### config.mk
export PLATFORM = sky130hd
export DESIGN_NAME = regbus_slave
export DESIGN_NICKNAME = d
export VERILOG_FILES = /design/src/rtl/regbus_pkg.sv /design/src/rtl/rbs_edge_sync.sv /design/src/rtl/rbs_idle_timer.sv /design/src/rtl/rbs_reg_bank.sv /design/src/rtl/rbs_frame_ctl.sv /design/src/rtl/regbus_slave.sv
export SDC_FILE = /design/constraint.sdc
export NUM_CORES = 1
export LEC_CHECK = 0
export BUFFER_PORTS_ARGS = -buffer_cell sky130_fd_sc_hd__buf_2
export CORE_MARGIN = 5
export CORE_UTILIZATION = 40
export CTS_CLUSTER_SIZE = 30
export DETAILED_ROUTE_END_ITERATION = 7
export HOLD_SLACK_MARGIN = 0.02
export SLEW_MARGIN = 20
export SYNTH_ARGS = -nofsm -noshare
export SYNTH_HDL_FRONTEND = slang
export SYNTH_HIERARCHICAL = 1
export SYNTH_SLANG_ARGS = --single-unit
### constraint.sdc
create_clock -name clk -period 4.9 [get_ports clk]
set_input_delay 0.245 -clock clk [delete_from_list [all_inputs] [get_ports clk]]
set_output_delay 0.245 -clock clk [all_outputs]
set_load 0.05 [all_outputs]
### src/rtl/regbus_pkg.sv
package regbus_pkg;

   typedef enum logic [1:0] {
      PH_HDR   = 2'd0,
      PH_READ  = 2'd1,
      PH_WRITE = 2'd2,
      PH_SKIP  = 2'd3
   } phase_t;

endpackage

### src/rtl/rbs_edge_sync.sv
module rbs_edge_sync #(
   parameter int SYNC_STAGES = 2
) (
   input  logic clk,
   input  logic rst_n,
   input  logic bus_clk_i,
   input  logic bus_din_i,
   output logic rise_o,
   output logic fall_o,
   output logic din_o
);

   logic [SYNC_STAGES-1:0] clk_pipe;
   logic [SYNC_STAGES-1:0] din_pipe;
   logic                   clk_prev;

   generate
      if (SYNC_STAGES < 2) begin : g_bad_stages
         $error("rbs_edge_sync: SYNC_STAGES must be at least 2");
      end
   endgenerate

   generate
      for (genvar s = 0; s < SYNC_STAGES; s++) begin : g_stage
         if (s == 0) begin : g_first
            always_ff @(posedge clk or negedge rst_n) begin
               if (!rst_n) begin
                  clk_pipe[0] <= 1'b0;
                  din_pipe[0] <= 1'b0;
               end else begin
                  clk_pipe[0] <= bus_clk_i;
                  din_pipe[0] <= bus_din_i;
               end
            end
         end else begin : g_next
            always_ff @(posedge clk or negedge rst_n) begin
               if (!rst_n) begin
                  clk_pipe[s] <= 1'b0;
                  din_pipe[s] <= 1'b0;
               end else begin
                  clk_pipe[s] <= clk_pipe[s-1];
                  din_pipe[s] <= din_pipe[s-1];
               end
            end
         end
      end
   endgenerate

   always_ff @(posedge clk or negedge rst_n) begin
      if (!rst_n) clk_prev <= 1'b0;
      else        clk_prev <= clk_pipe[SYNC_STAGES-1];
   end

   assign rise_o = clk_pipe[SYNC_STAGES-1] & ~clk_prev;
   assign fall_o = ~clk_pipe[SYNC_STAGES-1] & clk_prev;
   assign din_o  = din_pipe[SYNC_STAGES-1];

endmodule

### src/rtl/rbs_idle_timer.sv
module rbs_idle_timer #(
   parameter int IDLE_CYCLES = 64
) (
   input  logic clk,
   input  logic rst_n,
   input  logic activity_i,
   output logic timeout_o
);

   localparam int TW = $clog2(IDLE_CYCLES + 1);
   localparam logic [TW-1:0] LIMIT     = TW'(IDLE_CYCLES);
   localparam logic [TW-1:0] LAST_TICK = TW'(IDLE_CYCLES - 1);

   logic [TW-1:0] quiet_cnt;

   generate
      if (IDLE_CYCLES < 4) begin : g_bad_idle
         $error("rbs_idle_timer: IDLE_CYCLES must be at least 4");
      end
   endgenerate

   always_ff @(posedge clk or negedge rst_n) begin
      if (!rst_n)                  quiet_cnt <= '0;
      else if (activity_i)         quiet_cnt <= '0;
      else if (quiet_cnt != LIMIT) quiet_cnt <= quiet_cnt + TW'(1);
   end

   // Fires once per quiet spell: afterwards the count parks at LIMIT.
   assign timeout_o = (quiet_cnt == LAST_TICK) && !activity_i;

endmodule

### src/rtl/rbs_reg_bank.sv
module rbs_reg_bank #(
   parameter int NUM_REGS = 16,
   parameter int IDX_W    = 7,
   parameter int DATA_W   = 8
) (
   input  logic              clk,
   input  logic              rst_n,
   input  logic              bus_we_i,
   input  logic [IDX_W-1:0]  bus_widx_i,
   input  logic [DATA_W-1:0] bus_wdata_i,
   input  logic [IDX_W-1:0]  bus_ridx_i,
   output logic [DATA_W-1:0] bus_rdata_o,
   input  logic              app_we_i,
   input  logic [IDX_W-1:0]  app_idx_i,
   input  logic [DATA_W-1:0] app_wdata_i,
   output logic [DATA_W-1:0] app_rdata_o
);

   logic [DATA_W-1:0] regs [NUM_REGS];

   generate
      for (genvar g = 0; g < NUM_REGS; g++) begin : g_reg
         always_ff @(posedge clk or negedge rst_n) begin
            if (!rst_n)
               regs[g] <= '0;
            else if (bus_we_i && bus_widx_i == IDX_W'(g))
               regs[g] <= bus_wdata_i;
            else if (app_we_i && app_idx_i == IDX_W'(g))
               regs[g] <= app_wdata_i;
         end
      end
   endgenerate

   // Unimplemented indices fall through to all ones.
   always_comb begin
      bus_rdata_o = '1;
      app_rdata_o = '1;
      for (int i = 0; i < NUM_REGS; i++) begin
         if (bus_ridx_i == IDX_W'(i)) bus_rdata_o = regs[i];
         if (app_idx_i == IDX_W'(i))  app_rdata_o = regs[i];
      end
   end

endmodule

### src/rtl/rbs_frame_ctl.sv
module rbs_frame_ctl
   import regbus_pkg::*;
#(
   parameter int ADDR_W = 8,
   parameter int IDX_W  = 7,
   parameter int DATA_W = 8
) (
   input  logic              clk,
   input  logic              rst_n,
   input  logic              rise_i,
   input  logic              fall_i,
   input  logic              din_i,
   input  logic              timeout_i,
   input  logic [ADDR_W-1:0] node_addr_i,
   input  logic [DATA_W-1:0] bank_rdata_i,
   output logic [IDX_W-1:0]  bank_ridx_o,
   output logic              bank_we_o,
   output logic [IDX_W-1:0]  bank_widx_o,
   output logic [DATA_W-1:0] bank_wdata_o,
   output logic              dout_o,
   output logic              dout_en_o
);

   localparam int HDR_W  = ADDR_W + 1 + IDX_W;
   localparam int HCNT_W = $clog2(HDR_W);
   localparam int BCNT_W = $clog2(DATA_W);
   localparam logic [HCNT_W-1:0] HDR_LAST  = HCNT_W'(HDR_W - 1);
   localparam logic [BCNT_W-1:0] BYTE_LAST = BCNT_W'(DATA_W - 1);
   localparam logic [ADDR_W-1:0] BCAST     = '1;

   phase_t             phase;
   logic [HDR_W-2:0]   hdr_sr;
   logic [HCNT_W-1:0]  hdr_cnt;
   logic [BCNT_W-1:0]  bcnt;
   logic [IDX_W-1:0]   cur_idx;
   logic [DATA_W-1:0]  tx_sr;
   logic [DATA_W-2:0]  rx_sr;
   logic               dout_q;

   logic [HDR_W-1:0]   hdr_full;
   logic [ADDR_W-1:0]  hdr_addr;
   logic               hdr_rd;
   logic [IDX_W-1:0]   hdr_idx;
   logic               hdr_last;
   logic [IDX_W-1:0]   next_idx;

   assign hdr_full = {hdr_sr, din_i};
   assign hdr_addr = hdr_full[HDR_W-1 -: ADDR_W];
   assign hdr_rd   = hdr_full[IDX_W];
   assign hdr_idx  = hdr_full[IDX_W-1:0];
   assign hdr_last = (hdr_cnt == HDR_LAST);
   assign next_idx = cur_idx + IDX_W'(1);

   assign bank_ridx_o  = (phase == PH_HDR) ? hdr_idx : next_idx;
   assign bank_we_o    = (phase == PH_WRITE) && rise_i && (bcnt == BYTE_LAST);
   assign bank_widx_o  = cur_idx;
   assign bank_wdata_o = {rx_sr, din_i};

   assign dout_en_o = (phase == PH_READ);
   assign dout_o    = dout_en_o ? dout_q : 1'b1;

   always_ff @(posedge clk or negedge rst_n) begin
      if (!rst_n) begin
         phase   <= PH_HDR;
         hdr_sr  <= '0;
         hdr_cnt <= '0;
         bcnt    <= '0;
         cur_idx <= '0;
         tx_sr   <= '0;
         rx_sr   <= '0;
         dout_q  <= 1'b1;
      end else if (timeout_i) begin
         phase   <= PH_HDR;
         hdr_sr  <= '0;
         hdr_cnt <= '0;
         bcnt    <= '0;
         dout_q  <= 1'b1;
      end else begin
         unique case (phase)
            PH_HDR: begin
               if (rise_i) begin
                  hdr_sr <= hdr_full[HDR_W-2:0];
                  if (hdr_last) begin
                     hdr_cnt <= '0;
                     bcnt    <= '0;
                     cur_idx <= hdr_idx;
                     dout_q  <= 1'b1;
                     if (hdr_rd) begin
                        if (hdr_addr == node_addr_i) begin
                           phase <= PH_READ;
                           tx_sr <= bank_rdata_i;
                        end else begin
                           phase <= PH_SKIP;
                        end
                     end else if (hdr_addr == node_addr_i || hdr_addr == BCAST) begin
                        phase <= PH_WRITE;
                     end else begin
                        phase <= PH_SKIP;
                     end
                  end else begin
                     hdr_cnt <= hdr_cnt + HCNT_W'(1);
                  end
               end
            end
            PH_READ: begin
               if (fall_i) begin
                  dout_q <= tx_sr[DATA_W-1];
                  if (bcnt == BYTE_LAST) begin
                     bcnt    <= '0;
                     tx_sr   <= bank_rdata_i;
                     cur_idx <= next_idx;
                  end else begin
                     bcnt  <= bcnt + BCNT_W'(1);
                     tx_sr <= {tx_sr[DATA_W-2:0], 1'b0};
                  end
               end
            end
            PH_WRITE: begin
               if (rise_i) begin
                  rx_sr <= {rx_sr[DATA_W-3:0], din_i};
                  if (bcnt == BYTE_LAST) begin
                     bcnt    <= '0;
                     cur_idx <= next_idx;
                  end else begin
                     bcnt <= bcnt + BCNT_W'(1);
                  end
               end
            end
            default: ;
         endcase
      end
   end

endmodule

### src/rtl/regbus_slave.sv
module regbus_slave #(
   parameter int ADDR_W      = 8,
   parameter int IDX_W       = 7,
   parameter int DATA_W      = 8,
   parameter int NUM_REGS    = 16,
   parameter int IDLE_CYCLES = 64,
   parameter int SYNC_STAGES = 2
) (
   input  logic              clk,
   input  logic              rst_n,
   input  logic [ADDR_W-1:0] node_addr_i,
   input  logic              bus_clk_i,
   input  logic              bus_din_i,
   output logic              bus_dout_o,
   output logic              bus_dout_en_o,
   input  logic              app_we_i,
   input  logic [IDX_W-1:0]  app_idx_i,
   input  logic [DATA_W-1:0] app_wdata_i,
   output logic [DATA_W-1:0] app_rdata_o
);

   generate
      if (NUM_REGS < 1 || NUM_REGS > (1 << IDX_W)) begin : g_bad_regs
         $error("regbus_slave: NUM_REGS must lie in 1..2**IDX_W");
      end
      if (DATA_W < 3) begin : g_bad_data
         $error("regbus_slave: DATA_W must be at least 3");
      end
      if (ADDR_W < 1 || IDX_W < 1) begin : g_bad_hdr
         $error("regbus_slave: header fields must be non-empty");
      end
   endgenerate

   logic              edge_rise;
   logic              edge_fall;
   logic              din_sync;
   logic              idle_to;
   logic              bus_we;
   logic [IDX_W-1:0]  bus_widx;
   logic [DATA_W-1:0] bus_wdata;
   logic [IDX_W-1:0]  bus_ridx;
   logic [DATA_W-1:0] bus_rdata;

   rbs_edge_sync #(.SYNC_STAGES(SYNC_STAGES)) u_sync (
      .clk       (clk),
      .rst_n     (rst_n),
      .bus_clk_i (bus_clk_i),
      .bus_din_i (bus_din_i),
      .rise_o    (edge_rise),
      .fall_o    (edge_fall),
      .din_o     (din_sync)
   );

   rbs_idle_timer #(.IDLE_CYCLES(IDLE_CYCLES)) u_idle (
      .clk        (clk),
      .rst_n      (rst_n),
      .activity_i (edge_rise | edge_fall),
      .timeout_o  (idle_to)
   );

   rbs_frame_ctl #(.ADDR_W(ADDR_W), .IDX_W(IDX_W), .DATA_W(DATA_W)) u_ctl (
      .clk          (clk),
      .rst_n        (rst_n),
      .rise_i       (edge_rise),
      .fall_i       (edge_fall),
      .din_i        (din_sync),
      .timeout_i    (idle_to),
      .node_addr_i  (node_addr_i),
      .bank_rdata_i (bus_rdata),
      .bank_ridx_o  (bus_ridx),
      .bank_we_o    (bus_we),
      .bank_widx_o  (bus_widx),
      .bank_wdata_o (bus_wdata),
      .dout_o       (bus_dout_o),
      .dout_en_o    (bus_dout_en_o)
   );

   rbs_reg_bank #(.NUM_REGS(NUM_REGS), .IDX_W(IDX_W), .DATA_W(DATA_W)) u_bank (
      .clk         (clk),
      .rst_n       (rst_n),
      .bus_we_i    (bus_we),
      .bus_widx_i  (bus_widx),
      .bus_wdata_i (bus_wdata),
      .bus_ridx_i  (bus_ridx),
      .bus_rdata_o (bus_rdata),
      .app_we_i    (app_we_i),
      .app_idx_i   (app_idx_i),
      .app_wdata_i (app_wdata_i),
      .app_rdata_o (app_rdata_o)
   );

endmodule

==> results.cfg <==
[timing]
tns_ns = 0
finalCritPeriodShare = 0.8310
tightest_slew_ns = 1.087
setup_ws_ns = 0.8279
final-setup-viol-count = 0
hold_violations = 0
period_needed_ns = 4.072
final_max_slew_viol_count = 0
grt_setup_unrepaired = false
clock_skew_ns = 0.01117
slew_headroom = 0.2727
max_freq_ghz = 0.2456

[clock_tree]
cts_buffers = 17
cts_num_sinks = 187
cts_setup_buffers = 0
hold_buffers = 3
clock-root-buffer = clkbuf_16
cts_tree = yes
clock_path_buffers = 2
clk_latency_ns = 0.45
ctsResizeCount = 0
htreeDepth = 4
clk_pin_slew_worst_paths_ns = 0.08

[final_layout]
multi_input_comb_area_um2 = 6714
n_fill_cell = 2877
area_delta_synth_final_pct = 8.720
layout_common_cells = dfrtp_1, mux2i_1, nor2_1
seqCellArea_um2 = 4681
antenna_cells = 0
layout_commonest_cell = dfrtp_1
fin_nets = 1286
final_cells = 1651
fin_util = 0.4377
drive_above_1_share = 0.1364

[worst_setup_path]
r2r_end = u_ctl/tx_sr[2]$_DFFE_PN0P_
r2r-start = u_ctl/bank_widx_o[0]$_DFFE_PN0P_
worstRegToRegCells = 12
cp_max_fo = 17
crit_arrival_ns = 4.41
reg2reg_slack_ns = 0.83
startpoint_type = register
setup.worst_path.end_class = register
path_class = register to register
worstPathRequired_ns = 5.24

[floorplanning]
rows = 63
fp.dieW_um = 182.0
coreArea_um2 = 29400
die_y_um = 182.0
initial_core_util = 0.4026
dieArea_um2 = 33130
io_pins = 38

[min_path]
hold_path_end = u_bank/regs[9]$_DFFE_PN0P_
hold_class = input pin to register
holdPathStages = 3
hold_path_startpoint = app_wdata_i[1]

[power]
power_density_nw_per_um2 = 394.9
power.leakage_uw = 0.005440
power.total_uw = 5082
ir_worst_vdd_mv = 0.2897

[placed_design]
dpl.hpwl_mm = 26.61
place_inst = 1617
pre_cts_slack_ns = 0.8602
portBuffers = 37
place.gp.congestion = 0.9688

[synth]
ys_types = 85
async_flop_share = 1.000
synth-compound-area-share = 0.1666
synthMuxAreaShare = 0.2078
synth-warning-count = 6
synth_edf_count = 0
synth-seq-cells = 187
synth_top_area_share = 0.3932
synthTopCellsByArea = dfrtp_1, mux2i_1, a21oi_1, mux4_2, nor2_1
syn_area_um2 = 11840
avgSynthCellArea_um2 = 9.270
synth_sequential_area_ratio = 0.3954
synthAdderAreaFrac = 0.009513
synth_fp_nets = 1314
synth_area_leader_cell = dfrtp_1
netlist_instances = 1277
synthFlopType = dfrtp_1
synth_top_family_by_area = multiplexers
synth-xor-area-share = 0.01184
synth-simple-area-share = 0.1682

[route]
viasPerCell = 6.080
drt-pass1-iter-count = 5
wirelength_mm = 38.60
drcViolationCount = 0
wire_per_inst_um = 23.38
drt_iter0_markers = 1062
route.vias.total = 10038
drtAntennaViolNets = 0

[status]
status = completed

[global_routing]
grt_use_total = 0.2319
grt_first_pass_wirelength_mm = 59.18
grt_pass1_vias = 9648
grt_overflow_total = 0
antenna_found_initial = 1
grt_max_degree = 95

[run]
maxCapViolCount = 0
[report_power, final]
group	total, uW	internal [uW]	switching [uW]	leakage [uW]
logic	1790	732	1060	0.00308
clock network	1420	773	650	0.000273
registers	1870	1700	166	0.00209
total	5080	3200	1880	0.00544
[registers in the layout (all words and copies together) (netlist names)]
register,count
u_idle/quiet_cnt,7
u_ctl/tx_sr,8
u_ctl/bcnt,3
u_ctl/hdr_sr,15
u_sync/clk_pipe,2
u_sync/din_pipe,1
u_ctl/dout_q,1
u_ctl/phase,2
u_sync/din_o,1
u_ctl/bank_widx_o,7
u_bank/regs,128
u_ctl/hdr_cnt,4
u_sync/clk_prev,1
u_ctl/rx_sr,7
[logic make-up after synthesis]
kind of cell,after synthesis
DFF,187
xor gates and xnor gates,16
adders and majority gates,9
buffers and inverters,116
and+or+nand+nor,413
muxes,211
AOI/OAI and AO/OA,325
[how the worst max path moves through the flow]
stage / from / end / slack (ns) / cells after the start
finish: u_ctl/bank_widx_o[0]$_DFFE_PN0P_ / u_ctl/tx_sr[2]$_DFFE_PN0P_ / 0.83 / 12
global route: u_ctl/bank_widx_o[0]$_DFFE_PN0P_ / u_ctl/tx_sr[2]$_DFFE_PN0P_ / 0.59 / 12
CTS: u_ctl/bank_widx_o[0]$_DFFE_PN0P_ / u_ctl/tx_sr[2]$_DFFE_PN0P_ / 0.85 / 12
detailed placement: u_ctl/bank_widx_o[0]$_DFFE_PN0P_ / u_ctl/tx_sr[2]$_DFFE_PN0P_ / 0.86 / 12
global placement: u_ctl/bank_widx_o[0]$_DFFE_PN0P_ / u_ctl/tx_sr[2]$_DFFE_PN0P_ / 0.97 / 12
floorplan: u_ctl/phase[1]$_DFFE_PN0P_ / u_ctl/tx_sr[2]$_DFFE_PN0P_ / 1.49 / 13
[through the flow]
step                area (um2)  hold WS, ns
floorplan                11840     -0.05059
global route             12870       0.3459
finish                   12870       0.3468
CTS                      12870       0.3139
detailed placement       12250       0.3413
global placement         12250       0.3331
[routing by layer]
layer,part of all wire,up-vias,GRT usage
met2,0.46,397,0.3606
met1,0.43,4978,0.3188
met4,0.046,2,0.1045
li1,-,4558,-
met5,0.00021,-,0
met3,0.061,103,0.03806
[synthesized netlist by cell type, types with 18 or more instances]
master,count
mux4_2,24
buf_1,19
nand2_1,134
o21ai_0,87
a21oi_1,128
nand2b_1,19
nor2_1,135
nor3_1,18
clkbuf_1,60
dfrtp_1,186
o22ai_1,18
buf_2,18
mux2i_1,152
mux2_2,34
[critical path: stages, from the launching register on]
cell and delay [ns]:
dfrtp_1 0.55, ha_1 0.29, and3_1 0.25, and3_1 0.24, xnor2_1 0.12, o21ai_0 0.16
or4_1 0.78, a2111oi_2 0.43, o21ai_0 0.12, a22o_1 0.28, a22o_1 0.23, mux2_2 0.26
mux2_2 0.26
[cell type report]
class,count,area share
inverter,14,0.004083
sequential,187,0.3637
multi-input combinational,974,0.5217
timing repair buffer,55,0.02712
tap,390,0.03792
clock buffer,20,0.03471
clock inverter,11,0.01079
No activity file was read; power rests on OpenSTA's default activity.
